$ cat src/rtl/eg_vl_pkg.sv
package eg_vl_pkg;

   // element width code: width in bits = 8 << code
   typedef logic [1:0] ew_code_t;

   // signed log2 of the register grouping multiplier
   typedef logic signed [2:0] lmul_exp_t;

   // exponent arithmetic is carried at this width, signed
   localparam int EXP_W = 8;
   typedef logic signed [EXP_W-1:0] exp_t;

   typedef struct packed {
      logic illegal;
      logic reserved;
   } chk_flags_t;

endpackage

$ cat src/rtl/eg_vlmax_calc.sv
module eg_vlmax_calc
   import eg_vl_pkg::*;
#(
   parameter int VLEN = 128,
   localparam int LOG2_VLEN = $clog2(VLEN),
   localparam int VM_W = LOG2_VLEN + 1
) (
   input  ew_code_t         sew,
   input  lmul_exp_t        lmul,
   output exp_t             vlmax_exp,
   output logic             vlmax_zero,
   output logic [VM_W-1:0]  vlmax
);

   exp_t lmul_ext;
   exp_t sew_ext;

   always_comb begin
      lmul_ext   = exp_t'(lmul);
      sew_ext    = exp_t'({1'b0, sew});
      // log2(VLEN * 2^lmul / (8 << sew))
      vlmax_exp  = exp_t'(LOG2_VLEN) + lmul_ext - exp_t'(3) - sew_ext;
      vlmax_zero = vlmax_exp[EXP_W-1];
      if (vlmax_zero) begin
         vlmax = '0;
      end else begin
         vlmax = VM_W'(1) << vlmax_exp[EXP_W-2:0];
      end
   end

endmodule

$ cat src/rtl/eg_vl_grant.sv
module eg_vl_grant #(
   parameter int VLEN        = 128,
   parameter int AVL_W       = 16,
   parameter int LOG2_EGS_MAX = 3,
   localparam int LOG2_VLEN  = $clog2(VLEN),
   localparam int VM_W       = LOG2_VLEN + 1,
   localparam int EGS_MAX    = 1 << LOG2_EGS_MAX
) (
   input  logic              clk,
   input  logic              rst_n,
   input  logic [AVL_W-1:0]  avl,
   input  logic [VM_W-1:0]   vlmax,
   output logic [AVL_W-1:0]  grant
);

   logic [AVL_W-1:0] vlmax_w;
   logic             over;

   assign vlmax_w = AVL_W'(vlmax);
   assign over    = avl > vlmax_w;

   if (LOG2_EGS_MAX == 0) begin : g_plain
      // groups of one element: ordinary clamp
      assign grant = over ? vlmax_w : avl;
   end else begin : g_grouped
      localparam logic [AVL_W-1:0] GRP_MASK = AVL_W'(EGS_MAX - 1);
      logic [AVL_W-1:0] rounded;

      always_comb begin
         rounded = vlmax_w & ~GRP_MASK;
         if (!over) begin
            grant = avl;
         end else if (rounded == vlmax_w || rounded == '0) begin
            grant = vlmax_w;
         end else begin
            grant = rounded;
         end
      end

      // a capped grant of at least one largest group is whole groups
      p_whole_groups_r3: assert property (@(posedge clk) disable iff (!rst_n)
         (over && vlmax_w >= AVL_W'(EGS_MAX)) |-> ((grant & GRP_MASK) == '0))
         else $error("capped grant splits a group");

      // a capped grant is never zero unless VLMAX is
      p_nonzero_cap_r4: assert property (@(posedge clk) disable iff (!rst_n)
         (over && vlmax_w != '0) |-> (grant != '0 && grant <= vlmax_w))
         else $error("capped grant out of range");
   end

endmodule

$ cat src/rtl/eg_legal_check.sv
module eg_legal_check
   import eg_vl_pkg::*;
#(
   parameter int VLEN          = 128,
   parameter int AVL_W         = 16,
   parameter int LOG2_EGS_MAX  = 3,
   parameter int N_OPS         = 3,
   parameter bit WIDE_GROUP_OK = 1'b1,
   localparam int LOG2_VLEN    = $clog2(VLEN)
) (
   input  logic              clk,
   input  logic              rst_n,
   input  ew_code_t          sew,
   input  lmul_exp_t         lmul,
   input  exp_t              vlmax_exp,
   input  logic              vlmax_zero,
   input  logic [2:0]        egs_log2,
   input  logic              static_en,
   input  ew_code_t          static_eew,
   input  logic [N_OPS-1:0]  grp_ops,
   input  logic [AVL_W-1:0]  vl_held,
   output chk_flags_t        flags
);

   ew_code_t          eew_code;
   logic [7:0]        egw_log2;
   logic              unsupported;
   logic              exceeds_vlmax;
   logic              too_wide;
   logic [AVL_W-1:0]  egs_mask;
   logic              misaligned;
   logic [N_OPS-1:0]  op_bad;
   logic              illegal;

   assign eew_code = static_en ? static_eew : sew;
   // log2 of group width in bits: egs_log2 + log2(8 << eew)
   assign egw_log2 = {5'b0, egs_log2} + 8'd3 + {6'b0, eew_code};

   assign unsupported   = 32'(egs_log2) > LOG2_EGS_MAX;
   assign exceeds_vlmax = vlmax_zero || (exp_t'({5'b0, egs_log2}) > vlmax_exp);

   if (WIDE_GROUP_OK) begin : g_wide
      logic [1:0] lmul_pos;
      logic [7:0] cap_log2;
      assign lmul_pos = lmul[2] ? 2'd0 : lmul[1:0];
      assign cap_log2 = 8'(LOG2_VLEN) + {6'b0, lmul_pos};
      assign too_wide = egw_log2 > cap_log2;
   end else begin : g_narrow
      assign too_wide = egw_log2 > 8'(LOG2_VLEN);
   end

   assign illegal = unsupported || exceeds_vlmax || too_wide;

   assign egs_mask   = AVL_W'((32'd1 << egs_log2) - 32'd1);
   assign misaligned = |(vl_held & egs_mask);

   for (genvar i = 0; i < N_OPS; i++) begin : g_op
      assign op_bad[i] = grp_ops[i] && misaligned;
   end

   assign flags.illegal  = illegal;
   assign flags.reserved = !illegal && (|op_bad);

   // a group size beyond the supported limit is always illegal
   p_unsupported_r5: assert property (@(posedge clk) disable iff (!rst_n)
      (32'(egs_log2) > LOG2_EGS_MAX) |-> flags.illegal)
      else $error("unsupported group size accepted");

   // reserved only with a flagged operand and a misaligned vl
   p_reserved_cause_r8: assert property (@(posedge clk) disable iff (!rst_n)
      flags.reserved |-> (grp_ops != '0 && (vl_held & egs_mask) != '0))
      else $error("reserved without cause");

endmodule

$ cat src/rtl/eg_vl_unit.sv
module eg_vl_unit
   import eg_vl_pkg::*;
#(
   parameter int VLEN          = 128,
   parameter int AVL_W         = 16,
   parameter int LOG2_EGS_MAX  = 3,
   parameter int N_OPS         = 3,
   parameter bit WIDE_GROUP_OK = 1'b1,
   localparam int LOG2_VLEN    = $clog2(VLEN),
   localparam int VM_W         = LOG2_VLEN + 1
) (
   input  logic              clk,
   input  logic              rst_n,
   input  logic              cfg_req,
   input  logic [AVL_W-1:0]  cfg_avl,
   input  logic [1:0]        sew,
   input  logic [2:0]        lmul,
   input  logic              chk_req,
   input  logic [2:0]        chk_egs_log2,
   input  logic              chk_static_en,
   input  logic [1:0]        chk_static_eew,
   input  logic [N_OPS-1:0]  chk_grp_ops,
   output logic [AVL_W-1:0]  vl_out,
   output logic              illegal_out,
   output logic              reserved_out,
   output logic              out_valid
);

   // elaboration-time parameter checks
   if ((1 << LOG2_VLEN) != VLEN) begin : g_bad_vlen
      $error("VLEN must be a power of two");
   end
   if (AVL_W <= LOG2_VLEN) begin : g_bad_avl
      $error("AVL_W too narrow to hold VLMAX");
   end
   if (LOG2_EGS_MAX < 0 || LOG2_EGS_MAX > 7) begin : g_bad_egs
      $error("LOG2_EGS_MAX must fit the 3-bit group field");
   end
   if (N_OPS < 1) begin : g_bad_ops
      $error("N_OPS must be at least 1");
   end

   exp_t             vlmax_exp;
   logic             vlmax_zero;
   logic [VM_W-1:0]  vlmax;
   logic [AVL_W-1:0] grant;
   chk_flags_t       chk_flags;

   logic [AVL_W-1:0] vl_q;
   chk_flags_t       flags_q;
   logic             valid_q;

   eg_vlmax_calc #(.VLEN(VLEN)) u_vlmax (
      .sew        (ew_code_t'(sew)),
      .lmul       (lmul_exp_t'(lmul)),
      .vlmax_exp  (vlmax_exp),
      .vlmax_zero (vlmax_zero),
      .vlmax      (vlmax)
   );

   eg_vl_grant #(
      .VLEN        (VLEN),
      .AVL_W       (AVL_W),
      .LOG2_EGS_MAX(LOG2_EGS_MAX)
   ) u_grant (
      .clk   (clk),
      .rst_n (rst_n),
      .avl   (cfg_avl),
      .vlmax (vlmax),
      .grant (grant)
   );

   eg_legal_check #(
      .VLEN         (VLEN),
      .AVL_W        (AVL_W),
      .LOG2_EGS_MAX (LOG2_EGS_MAX),
      .N_OPS        (N_OPS),
      .WIDE_GROUP_OK(WIDE_GROUP_OK)
   ) u_check (
      .clk        (clk),
      .rst_n      (rst_n),
      .sew        (ew_code_t'(sew)),
      .lmul       (lmul_exp_t'(lmul)),
      .vlmax_exp  (vlmax_exp),
      .vlmax_zero (vlmax_zero),
      .egs_log2   (chk_egs_log2),
      .static_en  (chk_static_en),
      .static_eew (ew_code_t'(chk_static_eew)),
      .grp_ops    (chk_grp_ops),
      .vl_held    (vl_q),
      .flags      (chk_flags)
   );

   always_ff @(posedge clk) begin
      if (!rst_n) begin
         vl_q    <= '0;
         flags_q <= '0;
         valid_q <= 1'b0;
      end else begin
         valid_q <= cfg_req || chk_req;
         if (cfg_req) begin
            vl_q <= grant;
         end
         if (chk_req) begin
            flags_q <= chk_flags;
         end else if (cfg_req) begin
            flags_q <= '0;
         end
      end
   end

   assign vl_out       = vl_q;
   assign illegal_out  = flags_q.illegal;
   assign reserved_out = flags_q.reserved;
   assign out_valid    = valid_q;

   // each strobe yields a valid pulse one cycle later
   p_valid_follows_r9: assert property (@(posedge clk) disable iff (!rst_n)
      (cfg_req || chk_req) |=> out_valid)
      else $error("missing valid pulse");

   // no strobe, no pulse, outputs held
   p_quiet_hold_r9: assert property (@(posedge clk) disable iff (!rst_n)
      !(cfg_req || chk_req) |=> (!out_valid && $stable(vl_out)
                                 && $stable(illegal_out) && $stable(reserved_out)))
      else $error("outputs moved without strobe");

   // a lone check never changes the held length
   p_check_keeps_vl_r9: assert property (@(posedge clk) disable iff (!rst_n)
      (chk_req && !cfg_req) |=> $stable(vl_out))
      else $error("check altered vl");

   // the grant never exceeds the request
   p_grant_bounded_r2: assert property (@(posedge clk) disable iff (!rst_n)
      cfg_req |=> (vl_out <= $past(cfg_avl)))
      else $error("grant above request");

   // the two flags are never raised together
   p_flags_exclusive_r8: assert property (@(posedge clk) disable iff (!rst_n)
      !(illegal_out && reserved_out))
      else $error("illegal and reserved both set");

endmodule

$ cat config.mk
export PLATFORM = sky130hd
export DESIGN_NAME = eg_vl_unit
export DESIGN_NICKNAME = d
export VERILOG_FILES = /design/src/rtl/eg_vl_pkg.sv /design/src/rtl/eg_vlmax_calc.sv /design/src/rtl/eg_vl_grant.sv /design/src/rtl/eg_legal_check.sv /design/src/rtl/eg_vl_unit.sv
export SDC_FILE = /design/constraint.sdc
export NUM_CORES = 1
export LEC_CHECK = 0
export BUFFER_PORTS_ARGS = -buffer_cell sky130_fd_sc_hd__buf_2
export CAP_MARGIN = 30
export CORE_MARGIN = 2
export CORE_UTILIZATION = 40
export CTS_CLUSTER_DIAMETER = 150
export DETAILED_ROUTE_END_ITERATION = 10
export GPL_TIMING_DRIVEN = 0
export MAX_ROUTING_LAYER = met4
export PLACE_DENSITY = 0.65
export SYNTH_ARGS = -nofsm -noshare
export SYNTH_HDL_FRONTEND = slang
export SYNTH_SLANG_ARGS = --single-unit
export TNS_END_PERCENT = 10
$ cat constraint.sdc
create_clock -name clk -period 5.2 [get_ports clk]
set_input_delay 1.04 -clock clk [delete_from_list [all_inputs] [get_ports clk]]
set_output_delay 1.04 -clock clk [all_outputs]
set_load 0.02 [all_outputs]
==> results.md <==
- RSZ-0062 raised after global routing: no
- Avg Vias per Cell: 5.223
- Final nets: 321
- Post-synth EDFFs: 0
- Post-Syn Instances: 199
- Initial antenna violation count: 0
- Cell area after synthesis: 1658 um2
- Port bufs: 52
- CP Capture Type: register
- Aggregate global-route resource usage: 17.11%
- Latest clock arrival within the worst-skew pair: 0.26 ns
- Critical Path AT: 4.77 ns
- Initial Utilization: 41.45%
- Final Wtd Congestion: 0.8389
- Fmax: 216.4 MHz
- Syn avg cell area: 8.331 um2
- Pin count of the biggest net entering global routing: 12
- TritonCTS clock tree: done
- Yosys cell types: 40
- FF-to-FF End: reserved_out
- Share of cells above drive strength 1: 25.88%
- Final setup vio count: 0
- Htree depth: 1
- Die area: 4676 um2
- Hold depth: 1
- Post-Route WL: 3677 um
- VDD IR max: 85.99 uV
- Row count: 23
- Worst setup SP type: primary input
- Number of global-route vias before repair: 1469
- Crit Path Max Fanout: 6
- Synth top area cells: dfxtp_1 23%, ha_1 22%, inv_1 6.1%
- FILL cells: 411
- Ant. Diodes: 0
- Fin area: 2027 um2
- CTS Root Cell: clkbuf_8
- Min Tclk post-route: 4.622 ns
- Iter 0 DRT Violations: 46
- Crit path kind: primary input to register
- Worst Hold Path EP: vl_out[14]
- Most frequent cells in the layout: 53 x buf_2, 29 x ha_1, 27 x inv_1
- Clock sink count: 19
- Worst r2r path cells: 4
- Synth top area share: 22.94%
- Wire length of the first global-routing pass: 6058 um
- 1st-pass router iterations: 4
- Congestion Overflow GR: 0
- Pwr per Cell Area: 206.6 nW/um2
- Setup TNS: 0 ns
- Largest area contributor in the netlist: dfxtp_1
- Vias: 1593
- Post-DR wirelength/cell: 12.06 um
- Hold WC Path Type: register to register
- Max Clock Skew: 0.001718 ns
- Syn. warnings: 0
- I/O pin count: 53
- CTS buffer count: 3
- Maximum Capacitance Violations: 0
- Area growth syn-to-layout: 22.26%
- Clk slew on worst S/H paths: 0.07 ns
- Clock Tree Buf Depth: 2
- Pin slew with the least headroom to its limit: 0.4733 ns
- FF+latch count, synth: 19
- Leak: 1.018 nW
- FF-to-FF Start: vl_out[6]
- Core area: 4000 um2
- Dpl cell area: 1981 um2
- Final Max Tran Viols: 0
- Residual DRC: 0
- Post-route ant nets: 0
- Syn_nets: 264
- Slew headroom: 68.11%
- Die extent in x: 68.38 um
- Final period util: 88.88%
- Post-CTS Hold Buffers: 0
- Commonest non-fill, non-tap cell in the layout: buf_2
- Setup Buffers After CTS: 0
- Critical Path RT: 5.35 ns
- Total Power: 0.0004188 W
- Beginning of the worst hold path: vl_out[14]
- PostCTS Resize Cnt: 0
- Asr flop ratio synth: 0%
- Final Hold Fails: 0
- Ys flop type: dfxtp_1
- DP HPWL: 3178 um
- Setup slack, reg-to-reg: 4.07 ns
- Die height: 68.38 um
- Outcome: completed
- Seq/Total Area, Yosys: 22.94%
==> stage by stage <==
stage	cells	hold WS (ns)	util, %	setup WS [ns]
2_1_floorplan	199	0.5530	-	0.7397
3_3_place_gp	301	0.4370	49.52	0.3650
3_5_place_dp	301	0.4408	49.52	0.2938
4_1_cts	305	0.4608	50.67	0.5599
5_1_grt	305	0.4943	50.67	0.3349
6_report	305	0.4526	50.67	0.5784
==> report_power, final <==
group	total (W)	switching [W]	internal [W]
combinational	0.000162	0.0000933	0.0000687
sequential	0.000155	0.00000392	0.000151
clock	0.000102	0.0000487	0.0000533
==> critical path, cell delays in order <==
cell,delay (ns)
buf_2,0.10
inv_1,0.06
ha_1,0.29
ha_1,0.27
inv_1,0.04
ha_1,0.21
fa_1,0.43
xnor2_1,0.20
and3_1,0.24
and3_1,0.20
inv_1,0.05
ha_1,0.31
nand4_1,0.11
or3_4,0.42
a221oi_4,0.42
nand2_2,0.12
o221a_1,0.26
==> worst max path at each step <==
stage | from | end
final | lmul[0] | vl_out[6]
after global routing | lmul[0] | vl_out[7]
after CTS | lmul[0] | vl_out[6]
after detailed placement | lmul[0] | vl_out[6]
after global placement | lmul[0] | vl_out[7]
after floorplan | lmul[0] | vl_out[0]
==> synthesized netlist by cell type, drive strengths merged (2+ instances only) <==
cell type,instances
o21a,5
inv,27
nor2,6
or3,2
a21oi,11
nand2b,2
and3,4
clkbuf,3
a31oi,9
o221a,3
xnor2,5
fa,2
nor4,2
nand2,16
a221oi,2
nand3,3
nand4,2
and3b,2
and2,8
a31o,5
dfxtp,19
nor2b,3
o21ai,15
o311a,2
ha,29
==> sequential cells by signal, summed over array words and instances (netlist names) <==
register	flops
reserved_out	1
out_valid	1
illegal_out	1
vl_out	16
==> metal layers <==
layer	up-vias	share of wire, %	GRT usage, %
met5	-	0	-
met4	0	0.76	2.500
met3	4	5.8	3.454
met2	40	47	29.57
met1	724	47	20.85
li1	825	-	-
==> final cells by class <==
cell class,instances,area (um2),area share (%)
clock buffer,3,41.29,2.037
tap,50,62.56,3.086
multi-input combinational,149,1160,57.22
inverter,27,101.3,5.000
buffer,4,16.27,0.8025
timing repair buffer,52,260.3,12.84
clock inverter,1,5.005,0.2469
sequential,19,380.4,18.77
==> kinds of logic (layout without fill, tap and decap cells) <==
kind of cell             after synthesis  count (layout)  synth area share (%)
XOR/XNOR                               6               6                 3.170
AO/OA/AOI/OAI                         59              59                 25.06
AND/OR/NAND/NOR                       52              52                 16.83
multiplexers                           1               1                0.6038
adder cells (fa/ha/maj)               31              31                 24.30
buffers and inverters                 31              87                 7.094
flip-flops                            19              19                 22.94
Note: power is estimated with default switching activity, not from simulation.
